--- src/rtl/vtimer_pkg.sv ---
package vtimer_pkg;
   // word addresses; entry 0 is the timer entry
   localparam int ADDR_CFG  = 0;
   localparam int ADDR_DIV  = 1;
   localparam int ADDR_LOAD = 2;
   localparam int ADDR_CUR  = 3;
   localparam int ADDR_ENT0 = 4;

   localparam int BIT_ON    = 0;
   localparam int BIT_MASK  = 16;
   localparam int BIT_PER   = 17;
   localparam int VEC_W     = 8;
   localparam int CODE_W    = 3;
   // prescaler must hold the largest divisor minus one
   localparam int PRE_W     = (1 << CODE_W) - 1;

   // scrambled code: bits 3,1,0; exponent wraps modulo 8
   function automatic logic [CODE_W-1:0] div_shift(input logic [3:0] raw);
      logic [CODE_W-1:0] code;
      code = {raw[3], raw[1], raw[0]};
      return code + CODE_W'(1);
   endfunction
endpackage

--- src/rtl/vtimer_regs.sv ---
module vtimer_regs
   import vtimer_pkg::*;
#(
   parameter int ADDR_W  = 4,
   parameter int CNT_W   = 32,
   parameter int NUM_ENT = 6
) (
   input  logic                          clk,
   input  logic                          rst_n,
   input  logic                          wr,
   input  logic [ADDR_W-1:0]             addr,
   input  logic [31:0]                   wdata,
   input  logic [CNT_W-1:0]              cur_cnt,
   output logic                          sw_on,
   output logic [CODE_W-1:0]             shift,
   output logic [CNT_W-1:0]              load_val,
   output logic                          load_wr,
   output logic                          off_wr,
   output logic [NUM_ENT-1:0][VEC_W-1:0] ent_vec,
   output logic [NUM_ENT-1:0]            ent_mask,
   output logic [NUM_ENT-1:0]            ent_per,
   output logic [31:0]                   rdata
);
   localparam logic [ADDR_W-1:0] A_CFG  = ADDR_W'(ADDR_CFG);
   localparam logic [ADDR_W-1:0] A_DIV  = ADDR_W'(ADDR_DIV);
   localparam logic [ADDR_W-1:0] A_LOAD = ADDR_W'(ADDR_LOAD);
   localparam logic [ADDR_W-1:0] A_CUR  = ADDR_W'(ADDR_CUR);

   logic [3:0] div_q;

   assign load_wr = wr && (addr == A_LOAD);
   assign off_wr  = wr && (addr == A_CFG) && !wdata[BIT_ON];
   assign shift   = div_shift(div_q);

   always_ff @(posedge clk or negedge rst_n) begin
      if (!rst_n) begin
         sw_on    <= 1'b0;
         div_q    <= '0;
         load_val <= '0;
      end else if (wr) begin
         if (addr == A_CFG)  sw_on    <= wdata[BIT_ON];
         if (addr == A_DIV)  div_q    <= wdata[3:0];
         if (addr == A_LOAD) load_val <= wdata[CNT_W-1:0];
      end
   end

   for (genvar i = 0; i < NUM_ENT; i++) begin : g_ent
      localparam logic [ADDR_W-1:0] A_ME = ADDR_W'(ADDR_ENT0 + i);
      logic             hit;
      logic [VEC_W-1:0] vec_q;
      logic             msk_q;

      assign hit = wr && (addr == A_ME);

      always_ff @(posedge clk or negedge rst_n) begin
         if (!rst_n) begin
            vec_q <= '0;
            msk_q <= 1'b1;
         end else if (off_wr) begin
            msk_q <= 1'b1;
         end else if (hit) begin
            vec_q <= wdata[VEC_W-1:0];
            msk_q <= wdata[BIT_MASK] | ~sw_on;
         end
      end

      if (i == 0) begin : g_timer
         logic per_q;
         always_ff @(posedge clk or negedge rst_n) begin
            if (!rst_n)  per_q <= 1'b0;
            else if (hit) per_q <= wdata[BIT_PER];
         end
         assign ent_per[i] = per_q;
      end else begin : g_plain
         assign ent_per[i] = 1'b0;
      end

      assign ent_vec[i]  = vec_q;
      assign ent_mask[i] = msk_q;
   end

   always_comb begin
      rdata = '0;
      if (addr == A_CFG)  rdata = {31'b0, sw_on};
      if (addr == A_DIV)  rdata = {28'b0, div_q};
      if (addr == A_LOAD) rdata = 32'(load_val);
      if (addr == A_CUR)  rdata = 32'(cur_cnt);
      for (int i = 0; i < NUM_ENT; i++) begin
         if (addr == ADDR_W'(ADDR_ENT0 + i))
            rdata = {14'b0, ent_per[i], ent_mask[i], 8'b0, ent_vec[i]};
      end
   end
endmodule

--- src/rtl/vtimer_prescale.sv ---
module vtimer_prescale
   import vtimer_pkg::*;
(
   input  logic              clk,
   input  logic              rst_n,
   input  logic              restart,
   input  logic [CODE_W-1:0] shift,
   output logic              tick
);
   logic [PRE_W-1:0] pre_q;
   logic [PRE_W:0]   span;
   logic [PRE_W-1:0] lim;

   assign span = (PRE_W+1)'(1) << shift;
   assign lim  = PRE_W'(span - (PRE_W+1)'(1));
   // >= keeps a shrinking divisor from stalling the count
   assign tick = (pre_q >= lim);

   always_ff @(posedge clk or negedge rst_n) begin
      if (!rst_n)       pre_q <= '0;
      else if (restart) pre_q <= '0;
      else if (tick)    pre_q <= '0;
      else              pre_q <= pre_q + PRE_W'(1);
   end
endmodule

--- src/rtl/vtimer_count.sv ---
module vtimer_count #(
   parameter int CNT_W = 32
) (
   input  logic             clk,
   input  logic             rst_n,
   input  logic             load,
   input  logic [CNT_W-1:0] load_val,
   input  logic             tick,
   input  logic             periodic,
   output logic [CNT_W-1:0] cur,
   output logic             expire
);
   localparam logic [CNT_W-1:0] ONE = CNT_W'(1);

   assign expire = tick && !load && (cur == ONE);

   always_ff @(posedge clk or negedge rst_n) begin
      if (!rst_n) begin
         cur <= '0;
      end else if (load) begin
         cur <= load_val;
      end else if (tick && (cur != '0)) begin
         if (cur == ONE) cur <= periodic ? load_val : '0;
         else            cur <= cur - ONE;
      end
   end
endmodule

--- src/rtl/vtimer.sv ---
module vtimer
   import vtimer_pkg::*;
#(
   parameter int ADDR_W  = 4,
   parameter int CNT_W   = 32,
   parameter int NUM_ENT = 6
) (
   input  logic              clk,
   input  logic              rst_n,
   input  logic              unit_en,
   input  logic              reg_wr,
   input  logic [ADDR_W-1:0] reg_addr,
   input  logic [31:0]       reg_wdata,
   output logic [31:0]       reg_rdata,
   output logic              irq_valid,
   output logic [VEC_W-1:0]  irq_vector
);
   if (CNT_W < 2 || CNT_W > 32) begin : g_bad_cnt
      $error("vtimer: CNT_W must lie in 2..32");
   end
   if (NUM_ENT < 1) begin : g_bad_ent
      $error("vtimer: NUM_ENT must be at least 1");
   end
   if (ADDR_ENT0 + NUM_ENT > (1 << ADDR_W)) begin : g_bad_addr
      $error("vtimer: ADDR_W too small for the entry table");
   end

   logic                          sw_on, load_wr, off_wr, tick, expire, fire;
   logic [CODE_W-1:0]             shift;
   logic [CNT_W-1:0]              load_val, cur_cnt;
   logic [NUM_ENT-1:0][VEC_W-1:0] ent_vec;
   logic [NUM_ENT-1:0]            ent_mask, ent_per;

   vtimer_regs #(.ADDR_W(ADDR_W), .CNT_W(CNT_W), .NUM_ENT(NUM_ENT)) u_regs (
      .clk(clk), .rst_n(rst_n), .wr(reg_wr), .addr(reg_addr), .wdata(reg_wdata),
      .cur_cnt(cur_cnt), .sw_on(sw_on), .shift(shift), .load_val(load_val),
      .load_wr(load_wr), .off_wr(off_wr), .ent_vec(ent_vec), .ent_mask(ent_mask),
      .ent_per(ent_per), .rdata(reg_rdata)
   );

   vtimer_prescale u_pre (
      .clk(clk), .rst_n(rst_n), .restart(load_wr), .shift(shift), .tick(tick)
   );

   vtimer_count #(.CNT_W(CNT_W)) u_cnt (
      .clk(clk), .rst_n(rst_n), .load(load_wr), .load_val(reg_wdata[CNT_W-1:0]),
      .tick(tick), .periodic(ent_per[0]), .cur(cur_cnt), .expire(expire)
   );

   assign fire = expire && unit_en && sw_on && !off_wr && !ent_mask[0];

   always_ff @(posedge clk or negedge rst_n) begin
      if (!rst_n) begin
         irq_valid  <= 1'b0;
         irq_vector <= '0;
      end else begin
         irq_valid  <= fire;
         irq_vector <= fire ? ent_vec[0] : '0;
      end
   end
endmodule

--- config.mk ---
export PLATFORM = sky130hd
export DESIGN_NAME = vtimer
export DESIGN_NICKNAME = d
export VERILOG_FILES = /design/src/rtl/vtimer_pkg.sv /design/src/rtl/vtimer_regs.sv /design/src/rtl/vtimer_prescale.sv /design/src/rtl/vtimer_count.sv /design/src/rtl/vtimer.sv
export SDC_FILE = /design/constraint.sdc
export NUM_CORES = 1
export LEC_CHECK = 0
export CAP_MARGIN = 20
export CORE_MARGIN = 10
export CORE_UTILIZATION = 55
export DETAILED_ROUTE_END_ITERATION = 8
export PLACE_DENSITY_LB_ADDON = 0.08
export SLEW_MARGIN = 20
export SYNTH_ARGS = -nofsm -noshare
export SYNTH_HDL_FRONTEND = slang
export SYNTH_SLANG_ARGS = --single-unit
export TNS_END_PERCENT = 20
--- constraint.sdc ---
create_clock -name clk -period 9 [get_ports clk]
set_input_delay 1.8 -clock clk [delete_from_list [all_inputs] [get_ports clk]]
set_output_delay 1.8 -clock clk [all_outputs]
set_load 0.005 [all_outputs]
==> flow_summary.ini, run 1 <==
[sta]
relSlewSlack_pct = 25.71
fmax_mhz = 147.9
hold_viol = 0
whs_ns = 0.4735
worst_pin_slew_ns = 1.106
fin_tns_setup_ns = 0
rsz0062_at_grt = false
setup_viol = 0
period_needed_ns = 6.763
fin_crit_sh_pct = 75.14
clock_skew_ns = 0.007319
drv_slew = 0

[detailed_routing]
dr.first_iter.drc_count = 612
routedWlPerCell_um = 19.94
drc = 0
vias = 6397
ant_nets = 0
first_pass_iters = 5
via_per_inst = 6.229
routed_wl_um = 20480

[cts]
cts_root_buf = clkbuf_16
postCtsResizedCells = 0
path_clk_slew_ns = 0.06
ctsHoldBuffers = 0
clock_latency_ns = 0.42
clock_sinks = 140
cts_setup_buffers = 0
cts_tree = built
cts_buffer_depth = 2
htree_levels = 4
numCtsBuffers = 17

[power]
comb_power_share_pct = 26.3
ir_worst_vdd_uv = 144.6
p_switching_uw = 781.2
powerDensity_nw_per_um2 = 255.7
p_sw_share_pct = 34.15
p_leak_uw = 0.003824
intPower_uw = 1506
p_seq_share_pct = 42.8
pwr-share-clk_pct = 30.9

[worst_setup_path]
critPathMostFrequentCell = clkdlybuf4s50_1
endpoint_kind = output port
start_kind = input pin
crit_chain = clkdlybuf4s50_1 > nand2b_1 > nor3_2 > buf_4 > a222oi_1 > o21ai_0 > a22o_1 > clkdlybuf4s50_1
required_ns = 7.20
cp.depth = 8
critical_path_class = input pin to output port
cp_max_fo = 31
max_stage_delay_ns = 1.18
cp_top_family = buffers and inverters
reg2reg_depth = 14
arrival_ns = 4.96
worst-r2r-setup-slack_ns = 5.09
critical_path.slowest_cell = clkdlybuf4s50_1
crit_buf_inv = 3

[outcome]
status = finished clean

[die]
fp.coreArea_um2 = 13240
start_util_pct = 56.36
die_width_um = 136.5
dieArea_um2 = 18630
die_h_um = 136.5
pin_count = 81
rows = 42

[synth]
async_flop_share_pct = 100.0
synth_ff_type = dfrtp_1
yosys_warnings = 0
synth_enable_flop_cells = 0
yosysSeqAreaShare_pct = 47.04
synth.avg_cell_area_um2 = 9.556
ys_ff_latch = 140
synthCells = 781
synth_nets = 832
netlist_area_um2 = 7463
synth.distinct_cells = 56

[grt]
antenna_found_initial = 0
grt_max_degree = 86
grt_usage_pct = 22.38
grt_pass1_wl_um = 33340
grt_pass1_vias = 6386
grt_remaining_overflow = 0

[finish]
diodes = 0
drive_gt1_share_pct = 15.04
area_delta_synth_final_pct = 19.83
final_common_cell = dfrtp_1
layout_common_cells = dfrtp_1, nand2_1, clkdlybuf4s50_1, mux2_2, o21ai_0
fill_cells = 1095
nets = 890

[min_path]
min_path_cells = 2
hold_path.class = flop to flop

[place]
hpwlAfterDp_um = 13910
routabilityCongestion = 0.8321
io_buffer_count = 80

[run]
cap_violations = 0
==> path summary, 6_finish.rpt <==
path | startpoint | endpoint
worst max-delay path | reg_addr[1] | reg_rdata[16]
worst min-delay path | u_regs.load_val[14]$_DFFE_PN0P_ | u_regs.load_val[14]$_DFFE_PN0P_
worst max register to register | u_regs.div_q[1]$_DFFE_PN0P_ | u_cnt.cur[7]$_DFFE_PN0P_
worst min register to register | u_regs.load_val[14]$_DFFE_PN0P_ | u_regs.load_val[14]$_DFFE_PN0P_
max in group asynchronous | rst_n | irq_vector[5]$_DFF_PN0_
min in group asynchronous | rst_n | u_regs.load_val[11]$_DFFE_PN0P_
==> final cells by class <==
class,count,area (um^2),area share [%]
clock inverter,11,145.1,1.623
sequential,140,3511,39.26
timing repair buffer,90,880.8,9.849
clock buffer,20,446.7,4.994
inverter,16,60.06,0.6715
multi-input combinational,574,3680,41.14
tap,176,220.2,2.462
==> worst reg2reg max path, stage by stage (launching register included) <==
cell and delay, ns:
dfrtp_1 0.51, or3_1 0.44, ha_1 0.29, nor2_1 0.15
a21oi_1 0.06, nor2_1 0.09, a31oi_1 0.06, ha_1 0.31
and3_1 0.20, a221oi_1 0.35, o211ai_1 0.36, o21ai_2 0.29
buf_4 0.45, o21ai_0 0.19, o21ai_1 0.10
==> registers in the layout (all words and copies together) (netlist names) <==
signal                      count
u_regs.load_val                32
u_regs.sw_on                    1
irq_valid                       1
irq_vector                      8
u_cnt.cur                      32
u_pre.pre_q                     7
u_regs.div_q                    4
u_regs.g_ent.msk_q              6
u_regs.g_ent.g_timer.per_q      1
u_regs.g_ent.vec_q             48
==> synth_stat cells (all sizes together) (8+ instances only) <==
library cell  instances  area share, %
a22oi                12            1.2
a21oi                40            2.7
nor2b                 8           0.67
nor3                 27            1.8
nor4                 10            1.2
a31oi                 9           0.75
nand2               133            6.7
nor2                 54            2.7
inv                  16           0.80
ha                   11            1.8
dfrtp               134             45
o21ai                64            4.3
a32oi                11            1.3
clkbuf               36            1.8
mux2                 65            9.8
a22o                 25            3.0
nand3                13           0.87
and2                  9           0.75
buf                  15            1.3
==> kinds of logic (layout without fill, tap and decap cells) <==
family	Yosys count	count (layout)	synth area share (%)
AOI/OAI and AO/OA	204	204	18.11
xor gates and xnor gates	8	8	0.9388
adders and majority gates	11	11	1.844
buffers and inverters	67	137	3.906
DFF	140	140	47.04
muxes	70	70	10.81
and+or+nand+nor	281	281	17.35
==> metrics by stage <==
stage                     util, %  total power, uW  cells  setup slack (ns)  cell area (um^2)
after floorplan                 -             1368    781             4.059              7463
after detailed placement    63.02             1575    996             2.313              8346
after global routing        67.54             2418   1027             2.040              8944
after global placement      63.02             1531    996             2.396              8346
final                       67.54             2287   1027             2.237              8944
after CTS                   67.49             2289   1027             2.292              8937
==> per-layer routing <==
metal | track usage [%] | vias up | wire [um]
met4 | 7.633 | 0 | 367
met2 | 36.73 | 243 | 10170
met3 | 4.472 | 37 | 1291
met1 | 28.91 | 3181 | 8651
li1 | - | 2936 | -
met5 | 0 | - | 0
==> power by group through the flow <==
| stage | sequential (uW) | combinational, uW | clock, uW |
|---|---|---|---|
| 2_1_floorplan | 909 | 459 | 0 |
| 3_3_place_gp | 970 | 562 | 0 |
| 3_5_place_dp | 980 | 595 | 0 |
| 4_1_cts | 973 | 600 | 715 |
| 5_1_grt | 1000 | 674 | 742 |
| 6_report | 978 | 602 | 707 |
No activity file was read; power rests on OpenSTA's default activity.
==> run 2, diff against run 1 <==
- CORE_UTILIZATION: 55 -> 52
- clock period: 9 -> 5.9 ns (I/O delays scaled with it)
==> run 2 against run 1 <==
Global-route usage decreased by 0.77 points. Highest routed layer unchanged. Sequential share of layout area decreased by 0.42 points. Utilization decreased by 2.9 points.
==> flow_summary.ini, run 2 (synthesis gave the netlist of run 1 again) <==
[place]
io_buffer_count = 80
routabilityCongestion = 0.8981
placed_cell_area_um2 = 8396
place_ws_ns = 0.7910
hpwlAfterDp_um = 14560
placed_cells_incl_taps = 1005

[power]
p_leak_uw = 0.003874
ir_worst_vdd_uv = 234.0
powerDensity_nw_per_um2 = 398.9

[outcome]
status = finished clean

[finish]
final_cells = 1037
nets = 895
diodes = 0
design_area_um2 = 9040
area_delta_synth_final_pct = 21.12
final_common_cell = dfrtp_1
final_util_pct = 64.62
largest_reg_flops = 48
top_regs = u_regs.g_ent.vec_q (48), u_cnt.cur (32), u_regs.load_val (32)
drive_gt1_share_pct = 15.75
top_register = u_regs.g_ent.vec_q
fill_cells = 1149
layout_common_cells = dfrtp_1, nand2_1, clkdlybuf4s50_1, mux2_2, o21ai_0

[worst_setup_path]
cp_max_fo = 18
endpoint_kind = output port
arrival_ns = 4.00
start_kind = input pin
required_ns = 4.72
critical_path_class = input pin to output port

[cts]
postCtsResizedCells = 0
cts_buffer_depth = 2
cts_setup_buffers = 0
htree_levels = 4
ctsHoldBuffers = 0
path_clk_slew_ns = 0.06
cts_root_buf = clkbuf_16
clock_latency_ns = 0.43
numCtsBuffers = 17
clock_sinks = 140
cts_tree = built

[sta]
fin_tns_setup_ns = 0
period_needed_ns = 5.176
timing.final.ws_setup_ns = 0.7240
rsz0062_at_grt = false
hold_viol = 0
fmax_mhz = 193.2
setup_viol = 0
relSlewSlack_pct = 30.06
worst_pin_slew_ns = 1.041
clock_skew_ns = 0.008931
fin_crit_sh_pct = 87.73
drv_slew = 0

[min_path]
hold_path.class = flop to flop

[die]
pin_count = 81
rows = 43
start_util_pct = 53.35
fp.coreArea_um2 = 13990
die_h_um = 139.8
dieArea_um2 = 19540
die_width_um = 139.8

[grt]
busiest_layer = met2
use_met3_pct = 4.764
grtUsageMet1_pct = 29.31
grt_pass1_wl_um = 34620
grt_remaining_overflow = 0
grt_util_met2_pct = 34.20
grt_pass1_vias = 6372
grt_max_degree = 85
grt_usage_pct = 21.61
antenna_found_initial = 0

[detailed_routing]
first_pass_iters = 7
vias = 6444
via_per_inst = 6.214
ant_nets = 0
dr.first_iter.drc_count = 798
drc = 0
routed_wl_um = 21150
routedWlPerCell_um = 20.39

[run]
cap_violations = 0
[run 2: changes by cell type in the layout (fill, tap and decap cells not counted), moves of 2 or more]
cell | previous run | this run
clkinv_2 | 3 | 0
clkbuf_1 | 2 | 0
inv_6 | 0 | 6
buf_4 | 9 | 15
[run 2: final cells by class]
type / count / area, um^2 / area share [%]
timing repair buffer: 95 / 914.6 / 10.12
clock inverter: 14 / 205.2 / 2.270
inverter: 16 / 60.06 / 0.6644
sequential: 140 / 3511 / 38.84
clock buffer: 18 / 439.2 / 4.858
multi-input combinational: 574 / 3685 / 40.76
tap: 180 / 225.2 / 2.491
[run 2: worst max-delay path, stage by stage]
cell	delay [ns]
clkdlybuf4s50_1	0.95
buf_4	0.31
mux2_2	0.36
mux2_2	0.27
a32oi_1	0.18
nor2_1	0.06
o21bai_1	0.16
nand2_1	0.08
clkdlybuf4s50_1	0.46
[run 2: power breakdown]
group / switching [uW] / internal, uW
registers: 278 / 1230
logic: 522 / 403
clock network: 449 / 728
[run 2: worst paths after layout]
path                                                  from                         endpoint  slack [ns]  depth (start not counted)
max                                            reg_addr[0]                     reg_rdata[0]        0.72                          9
min                        u_regs.load_val[14]$_DFFE_PN0P_  u_regs.load_val[14]$_DFFE_PN0P_        0.47                          2
max reg2reg                    u_regs.div_q[1]$_DFFE_PN0P_         u_cnt.cur[0]$_DFFE_PN0P_        1.93                         13
min reg2reg                u_regs.load_val[14]$_DFFE_PN0P_  u_regs.load_val[14]$_DFFE_PN0P_        0.47                          2
max in group asynchronous                            rst_n         u_cnt.cur[9]$_DFFE_PN0P_        3.83                          2
min in group asynchronous                            rst_n  u_regs.load_val[12]$_DFFE_PN0P_        0.77                          1
[run 2: metrics by stage]
| stage | total power, uW | hold WS (ns) |
|---|---|---|
| finish | 3606 | 0.4747 |
| detailed placement | 2417 | 0.4628 |
| global route | 3810 | 0.4910 |
| floorplan | 2087 | 0.4417 |
| global placement | 2369 | 0.4576 |
| CTS | 3599 | 0.4782 |
[run 2: metal layers]
layer	up-vias	wire, um	part of all wire, %
met3	28	1356	6.4
met2	270	10050	48
li1	2945	-	-
met5	-	0	0
met4	0	276	1.3
met1	3201	9466	45
